$ cat config.mk
export PLATFORM = sky130hd
export DESIGN_NAME = dsadc_seq
export DESIGN_NICKNAME = d
export VERILOG_FILES = /design/src/rtl/dsadc_pkg.sv /design/src/rtl/dsadc_prescale.sv /design/src/rtl/dsadc_bcd_count.sv /design/src/rtl/dsadc_phase_ctl.sv /design/src/rtl/dsadc_seq.sv
export SDC_FILE = /design/constraint.sdc
export NUM_CORES = 1
export LEC_CHECK = 0
export ABC_AREA = 1
export BUFFER_PORTS_ARGS = -buffer_cell sky130_fd_sc_hd__buf_4
export CAP_MARGIN = 20
export CELL_PAD_IN_SITES_DETAIL_PLACEMENT = 0
export CELL_PAD_IN_SITES_GLOBAL_PLACEMENT = 1
export CORE_MARGIN = 2
export CORE_UTILIZATION = 25
export CTS_CLUSTER_SIZE = 20
export DETAILED_ROUTE_END_ITERATION = 10
export PLACE_DENSITY = 0.6
export SETUP_SLACK_MARGIN = 0.1
export SYNTH_ARGS = -nofsm -noshare
export SYNTH_HDL_FRONTEND = slang
export SYNTH_SLANG_ARGS = --single-unit
$ cat constraint.sdc
create_clock -name clk -period 1.5 [get_ports clk]
set_clock_uncertainty 0.15 [all_clocks]
set_input_delay 0.15 -clock clk [delete_from_list [all_inputs] [get_ports clk]]
set_output_delay 0.15 -clock clk [all_outputs]
set_load 0.03 [all_outputs]
$ cat src/rtl/dsadc_pkg.sv
package dsadc_pkg;

   typedef enum logic [1:0] {
      PH_AZ    = 2'd0,
      PH_INT   = 2'd1,
      PH_DEINT = 2'd2
   } phase_e;

   function automatic int pow10(input int n);
      int r;
      r = 1;
      for (int i = 0; i < n; i++) r = r * 10;
      return r;
   endfunction

endpackage

$ cat src/rtl/dsadc_prescale.sv
module dsadc_prescale #(
   parameter int DIV = 4
) (
   input  logic clk,
   input  logic rst_n,
   output logic tick
);
   generate
      if (DIV == 1) begin : g_pass
         assign tick = 1'b1;
      end else begin : g_div
         localparam int W = $clog2(DIV);
         logic [W-1:0] cnt;
         assign tick = (cnt == W'(DIV - 1));
         always_ff @(posedge clk) begin
            if (!rst_n)    cnt <= '0;
            else if (tick) cnt <= '0;
            else           cnt <= cnt + 1'b1;
         end
      end
   endgenerate
endmodule

$ cat src/rtl/dsadc_bcd_count.sv
module dsadc_bcd_count #(
   parameter int DIGITS = 4
) (
   input  logic                  clk,
   input  logic                  rst_n,
   input  logic                  clr,
   input  logic                  inc,
   output logic [4*DIGITS-1:0]   value
);
   logic [DIGITS:0] carry;
   assign carry[0] = inc;

   generate
      for (genvar d = 0; d < DIGITS; d++) begin : g_digit
         logic [3:0] dig;
         assign carry[d+1]   = carry[d] & (dig == 4'd9);
         assign value[4*d+:4] = dig;
         always_ff @(posedge clk) begin
            if (!rst_n)        dig <= 4'd0;
            else if (clr)      dig <= 4'd0;
            else if (carry[d]) dig <= (dig == 4'd9) ? 4'd0 : dig + 4'd1;
         end
      end
   endgenerate
endmodule

$ cat src/rtl/dsadc_phase_ctl.sv
module dsadc_phase_ctl
   import dsadc_pkg::*;
#(
   parameter int INT_COUNTS   = 1000,
   parameter int DEINT_MAX    = 2000,
   parameter int CYCLE_COUNTS = 4000
) (
   input  logic   clk,
   input  logic   rst_n,
   input  logic   tick,
   input  logic   comp_i,
   output phase_e phase,
   output logic   ref_neg,
   output logic   cnt_clr,
   output logic   cnt_inc,
   output logic   lat_ok,
   output logic   lat_ovr
);
   localparam int CW       = $clog2(CYCLE_COUNTS);
   localparam int LAST     = CYCLE_COUNTS - 1;
   localparam int INT_END  = INT_COUNTS - 1;
   localparam int DE_END   = INT_COUNTS + DEINT_MAX - 1;
   localparam int AZ_ENTRY = INT_COUNTS + DEINT_MAX;

   logic [CW-1:0] pos;
   phase_e        nxt;
   logic          crossed;

   assign crossed = (comp_i == ref_neg);

   always_comb begin
      nxt     = phase;
      cnt_clr = 1'b0;
      cnt_inc = 1'b0;
      lat_ok  = 1'b0;
      lat_ovr = 1'b0;
      if (tick) begin
         case (phase)
            PH_AZ: begin
               if (pos == CW'(LAST)) nxt = PH_INT;
            end
            PH_INT: begin
               if (pos == CW'(INT_END)) begin
                  nxt     = PH_DEINT;
                  cnt_clr = 1'b1;
               end
            end
            PH_DEINT: begin
               if (crossed) begin
                  lat_ok = 1'b1;
                  nxt    = PH_AZ;
               end else begin
                  cnt_inc = 1'b1;
                  if (pos == CW'(DE_END)) begin
                     lat_ovr = 1'b1;
                     nxt     = PH_AZ;
                  end
               end
            end
            default: nxt = PH_AZ;
         endcase
      end
   end

   always_ff @(posedge clk) begin
      if (!rst_n) begin
         phase   <= PH_AZ;
         pos     <= CW'(AZ_ENTRY);
         ref_neg <= 1'b0;
      end else begin
         phase <= nxt;
         if (tick) pos <= (pos == CW'(LAST)) ? '0 : pos + 1'b1;
         if (tick && phase == PH_INT && pos == CW'(INT_END)) ref_neg <= ~comp_i;
      end
   end
endmodule

$ cat src/rtl/dsadc_seq.sv
module dsadc_seq
   import dsadc_pkg::*;
#(
   parameter int PRESCALE     = 4,
   parameter int INT_COUNTS   = 1000,
   parameter int DEINT_MAX    = 2000,
   parameter int CYCLE_COUNTS = 4000,
   parameter int DIGITS       = 4
) (
   input  logic                clk,
   input  logic                rst_n,
   input  logic                comp_i,
   output logic                phase_az,
   output logic                phase_int,
   output logic                phase_deint,
   output logic                ref_neg,
   output logic [4*DIGITS-1:0] disp_bcd,
   output logic                disp_neg,
   output logic                disp_over
);
   localparam logic [4*DIGITS-1:0] BLANK = {DIGITS{4'hF}};

   generate
      if (PRESCALE < 1) begin : g_chk_pre
         $error("PRESCALE must be at least 1");
      end
      if (INT_COUNTS < 1 || DEINT_MAX < 2) begin : g_chk_len
         $error("integrate and de-integrate windows too short");
      end
      if (CYCLE_COUNTS <= INT_COUNTS + DEINT_MAX) begin : g_chk_cyc
         $error("cycle leaves no room for auto-zero");
      end
      if (DIGITS < 1 || DEINT_MAX > pow10(DIGITS)) begin : g_chk_dig
         $error("DIGITS too small for the largest reading");
      end
   endgenerate

   logic                tick;
   phase_e              phase;
   logic                cnt_clr, cnt_inc, lat_ok, lat_ovr;
   logic [4*DIGITS-1:0] count;

   dsadc_prescale #(.DIV(PRESCALE)) u_pre (
      .clk  (clk),
      .rst_n(rst_n),
      .tick (tick)
   );

   dsadc_phase_ctl #(
      .INT_COUNTS  (INT_COUNTS),
      .DEINT_MAX   (DEINT_MAX),
      .CYCLE_COUNTS(CYCLE_COUNTS)
   ) u_ctl (
      .clk    (clk),
      .rst_n  (rst_n),
      .tick   (tick),
      .comp_i (comp_i),
      .phase  (phase),
      .ref_neg(ref_neg),
      .cnt_clr(cnt_clr),
      .cnt_inc(cnt_inc),
      .lat_ok (lat_ok),
      .lat_ovr(lat_ovr)
   );

   dsadc_bcd_count #(.DIGITS(DIGITS)) u_cnt (
      .clk  (clk),
      .rst_n(rst_n),
      .clr  (cnt_clr),
      .inc  (cnt_inc),
      .value(count)
   );

   assign phase_az    = (phase == PH_AZ);
   assign phase_int   = (phase == PH_INT);
   assign phase_deint = (phase == PH_DEINT);

   always_ff @(posedge clk) begin
      if (!rst_n) begin
         disp_bcd  <= '0;
         disp_neg  <= 1'b0;
         disp_over <= 1'b0;
      end else if (lat_ok) begin
         disp_bcd  <= count;
         disp_neg  <= ref_neg;
         disp_over <= 1'b0;
      end else if (lat_ovr) begin
         disp_bcd  <= BLANK;
         disp_neg  <= ref_neg;
         disp_over <= 1'b1;
      end
   end
endmodule

* Word-level counts from Yosys, hierarchy flattened
Cells that the tools add are included.
** Storage, ports and cells
- Output and inout port bits :: 22
- Memories kept :: 0
- Register bits :: 51
- Input port bits :: 3
- Bits in read-only memories :: 0
- Logic and storage cells :: 71
- RAM bits :: 0
- Bits in latches :: 0
** Cells by class
- Div/mod/pow operators :: 0
- Equal/unequal tests :: 14
- Mux-type cells :: 27
- Order comparisons :: 0
- Bitwise logic cells :: 5
- $add $sub $neg :: 6
- Multipliers :: 0
- Shifts and indexed selects :: 0
- Reductions and logical operators :: 8
** Operator list (count)
- $mux 16 :: 2
- $eq 12x12->1 const B :: 2
- $add 4x1->4 const B :: 4
- $eq 4x4->1 const B :: 4
- $mux 4 :: 4
- $mux 1 :: 15
- $add 12x1->12 const B :: 1
- $eq 12x10->1 const B :: 1
- $mux 12 :: 1
- $mux 2 :: 4
- $pmux 2 s3 :: 1
- $reduce_or 2->1 :: 3
- $eq 2x2->1 const B :: 2
- $ne 2x1->1 const B :: 2
- $reduce_and 4->1 :: 1
- $and 1x1->1 :: 3
- $ne 3x1->1 const B :: 1
- $add 2x1->2 const B :: 1
- $eq 2x1->1 const B :: 1
- $logic_and 1x1->1 :: 2
- $logic_not 2->1 :: 1
- $not 1->1 :: 2
- $reduce_bool 2->1 :: 1
- $eq 1x1->1 :: 1

* Depth between registers and ports, before layout
Gate-level depths: netlist (run 1).
- Depth after elaboration :: 7
- Depth in mapped cells :: 11

* Modules after synthesis
A second synthesis (run 1) with hierarchy kept.
** Second synthesis, totals
- Cell total of the unflattened synthesis :: 348
- Area, all modules :: 2538.7 sq um
** By module, submodules not included
- dsadc_phase_ctl :: area each 930.9 sq um, cells each 134, seq. area each 300.3 sq um, times used 1
- dsadc_bcd_count :: area each 864.6 sq um, cells each 117, seq. area each 320.3 sq um, times used 1
- dsadc_seq :: area each 671.9 sq um, cells each 89, seq. area each 360.3 sq um, times used 1
- dsadc_prescale :: area each 71.3 sq um, cells each 8, seq. area each 40.0 sq um, times used 1

* Worst setup path after synthesis (run 1)
OpenSTA, ideal clock, no wires.
- Kind :: register to register
- Start point :: register u_ctl.phase[0]
- End point :: register u_cnt.g_digit[2].dig[0]
- Library setup time :: 0.120 ns
- Cell stages (with the launch flop) :: 8
- Data arrival time :: 1.452 ns
- Path slack :: -0.222 ns
- Cell sequence :: dfxtp_1 > inv_1 > nor2_1 > nand3_1 > nand2_2 > inv_2 > o21ai_0 > a21oi_1
** RTL lines
- from (decl) :: RTL line dsadc_phase_ctl.sv:12 : output phase_e phase,
- from (signal assigned) :: RTL line dsadc_phase_ctl.sv:71 : phase <= nxt;
- $eq 2x1->1
- via phase_int :: RTL line dsadc_seq.sv:14 : output logic phase_int,
- $mux 1 :: RTL line dsadc_phase_ctl.sv:38 : case (phase)
- $mux 1 :: RTL line dsadc_phase_ctl.sv:37 : if (tick) begin
- $reduce_or 2->1 (no line)
- to (signal assigned) :: RTL line dsadc_bcd_count.sv:21 : else if (carry[d]) dig <= (dig == 4'd9) ? 4'd0 : dig + 4'd1;
- to (decl) :: RTL line dsadc_bcd_count.sv:15 : logic [3:0] dig;
The timed path passes the listed nets, and every way through them passes these cells.
A chain may end at the register's enable or synchronous reset.

* Worst setup path after layout (run 1)
- Start point :: register u_ctl.pos[0]
- End point :: register u_cnt.g_digit[2].dig[3]
** On the way
- Word-level cells in the longest chain between the ends :: 5
** RTL lines
- from (decl) :: RTL line dsadc_phase_ctl.sv:25 : logic [CW-1:0] pos;
- from (signal assigned) :: RTL line dsadc_phase_ctl.sv:68 : pos <= CW'(AZ_ENTRY);
- from (signal assigned) :: RTL line dsadc_phase_ctl.sv:72 : if (tick) pos <= (pos == CW'(LAST)) ? '0 : pos + 1'b1;
- $eq 12x10->1 :: RTL line dsadc_phase_ctl.sv:43 : if (pos == CW'(INT_END)) begin
- $mux 1 :: RTL line dsadc_phase_ctl.sv:43
- $mux 1 :: RTL line dsadc_phase_ctl.sv:38
- $mux 1 :: RTL line dsadc_phase_ctl.sv:37
- $reduce_or 2->1 (no line)
Every way passes these cells.

==> results of run 1 <==
[cell type report]
cell class / instances / area (sq um) / share of cell area
clock inverters: 2 / 15.0 / 0.00403
clock buffers: 6 / 72.6 / 0.0195
multi-input cells: 227 / 1540 / 0.412
well taps: 133 / 166 / 0.0446
inverters: 54 / 213 / 0.0570
flip-flops and latches: 51 / 1040 / 0.278
repair buffers: 81 / 689 / 0.185
[worst register-to-register path: stages (launching register included)]
cell and delay (ns):
dfxtp_4 0.37, ha_4 0.14, nand2_4 0.06, inv_2 0.07, nand2_2 0.06, nor2_4 0.19, nand3_4 0.15, nand2_8 0.14
clkbuf_16 0.15, a21oi_1 0.04
[path summary, 6_finish.rpt]
kind | startpoint | cells past startpoint | endpoint
min reg2reg | u_pre.g_div.cnt[0] | 1 | u_pre.g_div.cnt[0]
min | rst_n | 2 | u_ctl.pos[9]
max | u_ctl.pos[0] | 9 | u_cnt.g_digit[2].dig[3]
max reg2reg | u_ctl.pos[0] | 9 | u_cnt.g_digit[2].dig[3]
[power by group]
group	total [W]	switching (W)	internal, W
logic	0.000140	0.0000755	0.0000641
clock network	0.000828	0.000490	0.000338
registers	0.00137	0.00000802	0.00136
total	0.00234	0.000574	0.00176
[metrics by stage]
step	utilization	setup WS, ns	setup TNS [ns]
6_report	0.389	-0.103	-1.42
4_1_cts	0.363	-0.0659	-0.455
3_3_place_gp	0.334	-0.126	-3.80
3_5_place_dp	0.334	-0.158	-4.26
5_1_grt	0.389	-0.170	-5.20
2_1_floorplan	-	-0.0183	-0.201
[cell families (layout without fill, tap and decap cells)]
group | Yosys count | in the layout | share of synthesized area
adder cells (fa/ha/maj) | 2 | 2 | 0.0103
AND/OR/NAND/NOR | 140 | 140 | 0.263
AO/OA/AOI/OAI | 77 | 77 | 0.179
buffers and inverters | 60 | 143 | 0.0966
flip-flops | 51 | 51 | 0.419
XOR/XNOR | 8 | 8 | 0.0318
[state kept, by name (all words and copies together) (netlist names)]
signal / count
disp_bcd: 16
u_cnt.g_digit.dig: 16
u_ctl.pos: 12
u_ctl.phase: 2
u_pre.g_div.cnt: 2
disp_neg: 1
disp_over: 1
u_ctl.ref_neg: 1
[per-layer routing]
metal / routed length (um) / part of all wire / GRT usage / vias to the layer above
met4: 68 / 0.011 / 0.0400 / 0
met3: 120 / 0.019 / 0.0244 / 8
met1: 3090 / 0.48 / 0.168 / 1099
met2: 3180 / 0.49 / 0.222 / 20
met5: 0 / 0 / 0 / -
li1: - / - / - / 1266
[cell usage in the layout, fill, tap and decap left out, types with 6 or more instances in the layout]
master / netlist / routed
inv_2: 2 / 9
a21oi_1: 24 / 15
nor2_4: 2 / 10
o21ai_0: 33 / 25
buf_6: 1 / 13
nand2_1: 59 / 38
dfxtp_1: 51 / 42
o21bai_1: 16 / 16
a21oi_2: 0 / 9
dfxtp_2: 0 / 7
nor2_2: 4 / 7
nand4_1: 6 / 6
inv_1: 52 / 43
nand3_2: 1 / 7
nor2_1: 26 / 15
nand2_4: 1 / 6
buf_4: 0 / 65
nand3_1: 28 / 19
nand2_2: 3 / 17
[repair_timing]
item,4_1_cts,5_1_grt
setup endpoints to repair,51,51
gates resized for setup,37,63
setup buffers,5,4
gates cloned,0,1
hold buffers,1,0
pin swaps,10,18
endpoints found under the hold margin,1,0
==> flow_summary.json, run 1 <==
{
  "clock-sinks": 51,
  "r2r_slack_ns": -0.10,
  "crit_chain": "ha_4 > nand2_4 > inv_2 > nand2_2 > nor2_4 > nand3_4 > nand2_8 > clkbuf_16 > a21oi_1",
  "rsz0062_at_grt": "true",
  "layout_setup_ws_ns": -0.103,
  "yosys.area.top_type_share": 0.419,
  "required_ns": 1.56,
  "clock.fmax_mhz": 624,
  "synth_edf_count": 0,
  "area_growth_pct": 53.1,
  "cp_max_fo": 4,
  "cts_buffer_depth": 2,
  "synth_common_cells": "59 x nand2_1, 52 x inv_1, 51 x dfxtp_1, 33 x o21ai_0, 28 x nand3_1",
  "worstMarginPinSlew_ns": 0.410,
  "hold_class": "in2reg",
  "relSlewSlack": 0.727,
  "crit_buf_inv": 2,
  "placed_cell_area_sq_mm": 0.00321,
  "h-tree-depth": 2,
  "ir_worst_vdd_v": 0.000354,
  "yosysSeqAreaShare": 0.419,
  "drc": 0,
  "whs_ns": 0.0796,
  "gr-total-overflow": 0,
  "instances_no_fill": 554,
  "drive_above_1_share": 0.435,
  "finalMaxSlewViolations": 0,
  "place.gp.congestion": 0.793,
  "power_w": 0.00234,
  "numCtsBuffers": 5,
  "die_area_sq_mm": 0.0106,
  "drt_pass1_iterations": 4,
  "synth-warning-count": 0,
  "end_kind": "flip-flop",
  "drtAntennaViolNets": 0,
  "row_count": 36,
  "wl_per_cell_um": 11.7,
  "synth_area_leaders": "dfxtp_1 42%, nand2_1 9.1%, inv_1 8.0%",
  "status": "finished, violations left",
  "finalSetupViolCount": 23,
  "track_usage": 0.131,
  "grt_pass1_wl_um": 10900,
  "dp_hpwl_um": 4600,
  "crit_family": "simple AND/OR/NAND/NOR gates",
  "placed_cells": 536,
  "vias": 2393,
  "antenna_found_initial": 0,
  "startpoint_type": "flip-flop",
  "port_buffers": 24,
  "drv_cap": 0,
  "insertion_delay_ns": 0.31,
  "cpPeakStageDelay_ns": 0.37,
  "nFillCells": 1006,
  "antenna_cells": 0,
  "drt-total-wl_um": 6460,
  "min_period_ns": 1.60,
  "finalCritPeriodShare": 1.07,
  "powerDensity_mw_per_mm2": 627,
  "synthFlopType": "dfxtp_1",
  "syn_avg_cell_area_sq_um": 7.21,
  "critPathSlowestCell": "dfxtp_4",
  "nNetsFinal": 425,
  "synth_nets": 343,
  "die_h_um": 103,
  "synth-seq-cells": 51,
  "worstSetupPathType": "reg2reg",
  "ys_async_sr_fraction": 0,
  "finalInstanceArea_sq_mm": 0.00373,
  "cts-root-buf": "clkbuf_8",
  "grt_pass1_vias": 2336,
  "violations": "negative setup slack",
  "yosys.cell_types.count": 29,
  "cp.arrival_ns": 1.66,
  "synth_most_common_cell": "nand2_1",
  "synth_cells": 338,
  "yosys.area.top_type": "dfxtp_1",
  "start_util": 0.254,
  "via_per_inst": 4.32,
  "finalHoldViolations": 0,
  "p_leak_nw": 1.76,
  "core_sq_mm": 0.00959,
  "clkTransAtPathRegs_ns": 0.10,
  "detail_route.iter0.violations": 41,
  "grt_max_degree": 33,
  "synth.cell_area_sq_mm": 0.00244,
  "num_io_pins": 25,
  "cts_tree": "done",
  "die_x_um": 103
}
Power figures use the tool's default switching activity.
==> inputs of run 2 (changes only) <==
- CELL_PAD_IN_SITES_DETAIL_PLACEMENT: 0 -> 1
- HOLD_SLACK_MARGIN: default -> 0.05
==> run 2 against run 1 <==
Compared with the run above:
- the flow still finishes with violations (negative setup slack)
- setup slack worse by 0.029 ns
- clock-buffer cell count is 1 lower
- critical path depth is 1 lower
- final area is 3.8% higher
- hold slack better by 0.18 ns
- routed wire length is 17% higher
- die area stayed put
- sequential power hardly changed
- critical endpoint is now u_cnt.g_digit[1].dig[0]
==> flow_summary.json, run 2 (synthesis results as in run 1) <==
{
  "status": "finished, violations left",
  "violations": "negative setup slack",
  "port_buffers": 24,
  "core_sq_mm": 0.00959,
  "cpPeakStageDelay_ns": 0.38,
  "antenna_found_initial": 0,
  "cp.arrival_ns": 1.74,
  "numCtsBuffers": 5,
  "die_area_sq_mm": 0.0106,
  "h-tree-depth": 2,
  "finalInstanceArea_sq_mm": 0.00387,
  "grt_pass1_wl_um": 12400,
  "drt-total-wl_um": 7560,
  "internal_power_w": 0.00176,
  "p_seq_frac": 0.579,
  "place.gp.congestion": 0.793,
  "placed_cell_area_sq_mm": 0.00321,
  "die_h_um": 103,
  "mostFrequentLayoutCell": "buf_4",
  "nFillCells": 1164,
  "largestRegisters": "disp_bcd x16, u_cnt.g_digit.dig x16, u_ctl.pos x12",
  "antenna_cells": 0,
  "die_x_um": 103,
  "clock_power_share": 0.362,
  "insertion_delay_ns": 0.32,
  "switching_power_w": 0.000604,
  "cts-root-buf": "clkbuf_8",
  "area_growth_pct": 58.9,
  "hold_class": "in2reg",
  "clock-sinks": 51,
  "ir_worst_vdd_v": 0.000367,
  "startpoint_type": "flip-flop",
  "clock.fmax_mhz": 613,
  "finalCritPeriodShare": 1.09,
  "crit_chain": "ha_4 > nand2_2 > nor2_4 > nand2_4 > buf_4 > buf_4 > buf_4 > a21oi_1",
  "gr-total-overflow": 0,
  "num_io_pins": 25,
  "seqCellArea_sq_mm": 0.00104,
  "p_leak_nw": 1.83,
  "finalMaxSlewViolations": 0,
  "cts_buffer_depth": 2,
  "wl_per_cell_um": 13.4,
  "drv_cap": 0,
  "powerDensity_mw_per_mm2": 612,
  "track_usage": 0.150,
  "drive_above_1_share": 0.454,
  "combPwrFrac": 0.059,
  "start_util": 0.254,
  "layout_setup_ws_ns": -0.132,
  "grt_max_degree": 33,
  "drtAntennaViolNets": 0,
  "nNetsFinal": 436,
  "critPathSlowestCell": "dfxtp_4",
  "end_kind": "flip-flop",
  "worstMarginPinSlew_ns": 0.360,
  "grt_pass1_vias": 2648,
  "row_count": 36,
  "worstSetupPathType": "reg2reg",
  "clkTransAtPathRegs_ns": 0.10,
  "required_ns": 1.60,
  "drt_pass1_iterations": 4,
  "finalHoldViolations": 0,
  "crit_top_cell": "buf_4",
  "power_w": 0.00237,
  "finalSetupViolCount": 40,
  "detail_route.iter0.violations": 86,
  "rsz0062_at_grt": "true",
  "relSlewSlack": 0.760,
  "drc": 0,
  "most-common-layout-cells": "71 x buf_4, 44 x inv_1, 41 x nand2_1, 41 x dfxtp_1, 24 x o21ai_0",
  "vias": 2546,
  "via_per_inst": 4.51,
  "switching_share": 0.255,
  "cts_tree": "done",
  "dp_hpwl_um": 5200,
  "min_period_ns": 1.63,
  "multi_input_area_sq_mm": 0.00156,
  "cp_max_fo": 4
}
## run 2: cell types whose count changed in the layout (fill, tap and decap cells not counted), sizes merged
cell	delta
clkbuf	-2
buf	+11
dlygate4sd3	+1
clkinv	+1
## run 2: area by class of cell
type                            instances  area share
Timing Repair Buffer                   92       0.207
Inverter                               54      0.0543
Sequential cell                        51       0.269
Multi-Input combinational cell        227       0.403
Tap cell                              133      0.0430
Clock buffer                            5      0.0178
Clock inverter                          3     0.00582
## run 2: critical path, delay by kind of cell (launching register included)
family,cells,cell delay [ns]
buffers and inverters,3,0.40
DFF,1,0.38
and+or+nand+nor,3,0.37
adders and majority gates,1,0.17
AOI/OAI and AO/OA,1,0.12
## run 2: layer usage
layer | GRT usage | share of wire | up-vias
met5 | 0 | 0 | -
met2 | 0.270 | 0.53 | 23
met4 | 0.0441 | 0.013 | 0
li1 | - | - | 1285
met1 | 0.181 | 0.44 | 1227
met3 | 0.0298 | 0.020 | 11
## run 2: path summary, 6_finish.rpt
check	endpoint	slack, ns	start	cells past startpoint
max reg2reg	u_cnt.g_digit[1].dig[0]	-0.13	u_pre.g_div.cnt[0]	8
max	u_cnt.g_digit[1].dig[0]	-0.13	u_pre.g_div.cnt[0]	8
min	u_cnt.g_digit[0].dig[0]	0.26	comp_i	5
min reg2reg	u_pre.g_div.cnt[0]	0.30	u_pre.g_div.cnt[0]	1
## run 2: stage by stage
stage | TNS (ns) | util | instances | hold WS, ns | setup WS, ns
floorplan | -0.201 | - | 338 | 0.168 | -0.0183
global placement | -3.80 | 0.334 | 536 | 0.255 | -0.126
detailed placement | -4.82 | 0.334 | 536 | 0.265 | -0.182
CTS | -0.918 | 0.374 | 555 | 0.218 | -0.0687
global route | -6.84 | 0.403 | 565 | 0.264 | -0.207
finish | -2.79 | 0.403 | 565 | 0.259 | -0.132
## run 2: power by group through the flow
stage / clock (W) / sequential (W) / combinational (W)
2_1_floorplan: 0 / 0.00140 / 0.0000692
3_3_place_gp: 0 / 0.00140 / 0.000104
3_5_place_dp: 0 / 0.00140 / 0.000108
4_1_cts: 0.000898 / 0.00137 / 0.000133
5_1_grt: 0.000948 / 0.00137 / 0.000157
6_report: 0.000858 / 0.00137 / 0.000140
## run 2: what timing repair did
| action | in CTS | in global routing |
|---|---|---|
| hold buffers | 2 | 0 |
| hold endpoints to repair | 4 | 0 |
| setup buffers | 10 | 12 |
| endpoints found under the setup margin | 51 | 52 |
| resized for setup | 60 | 48 |
| pin swaps | 17 | 30 |
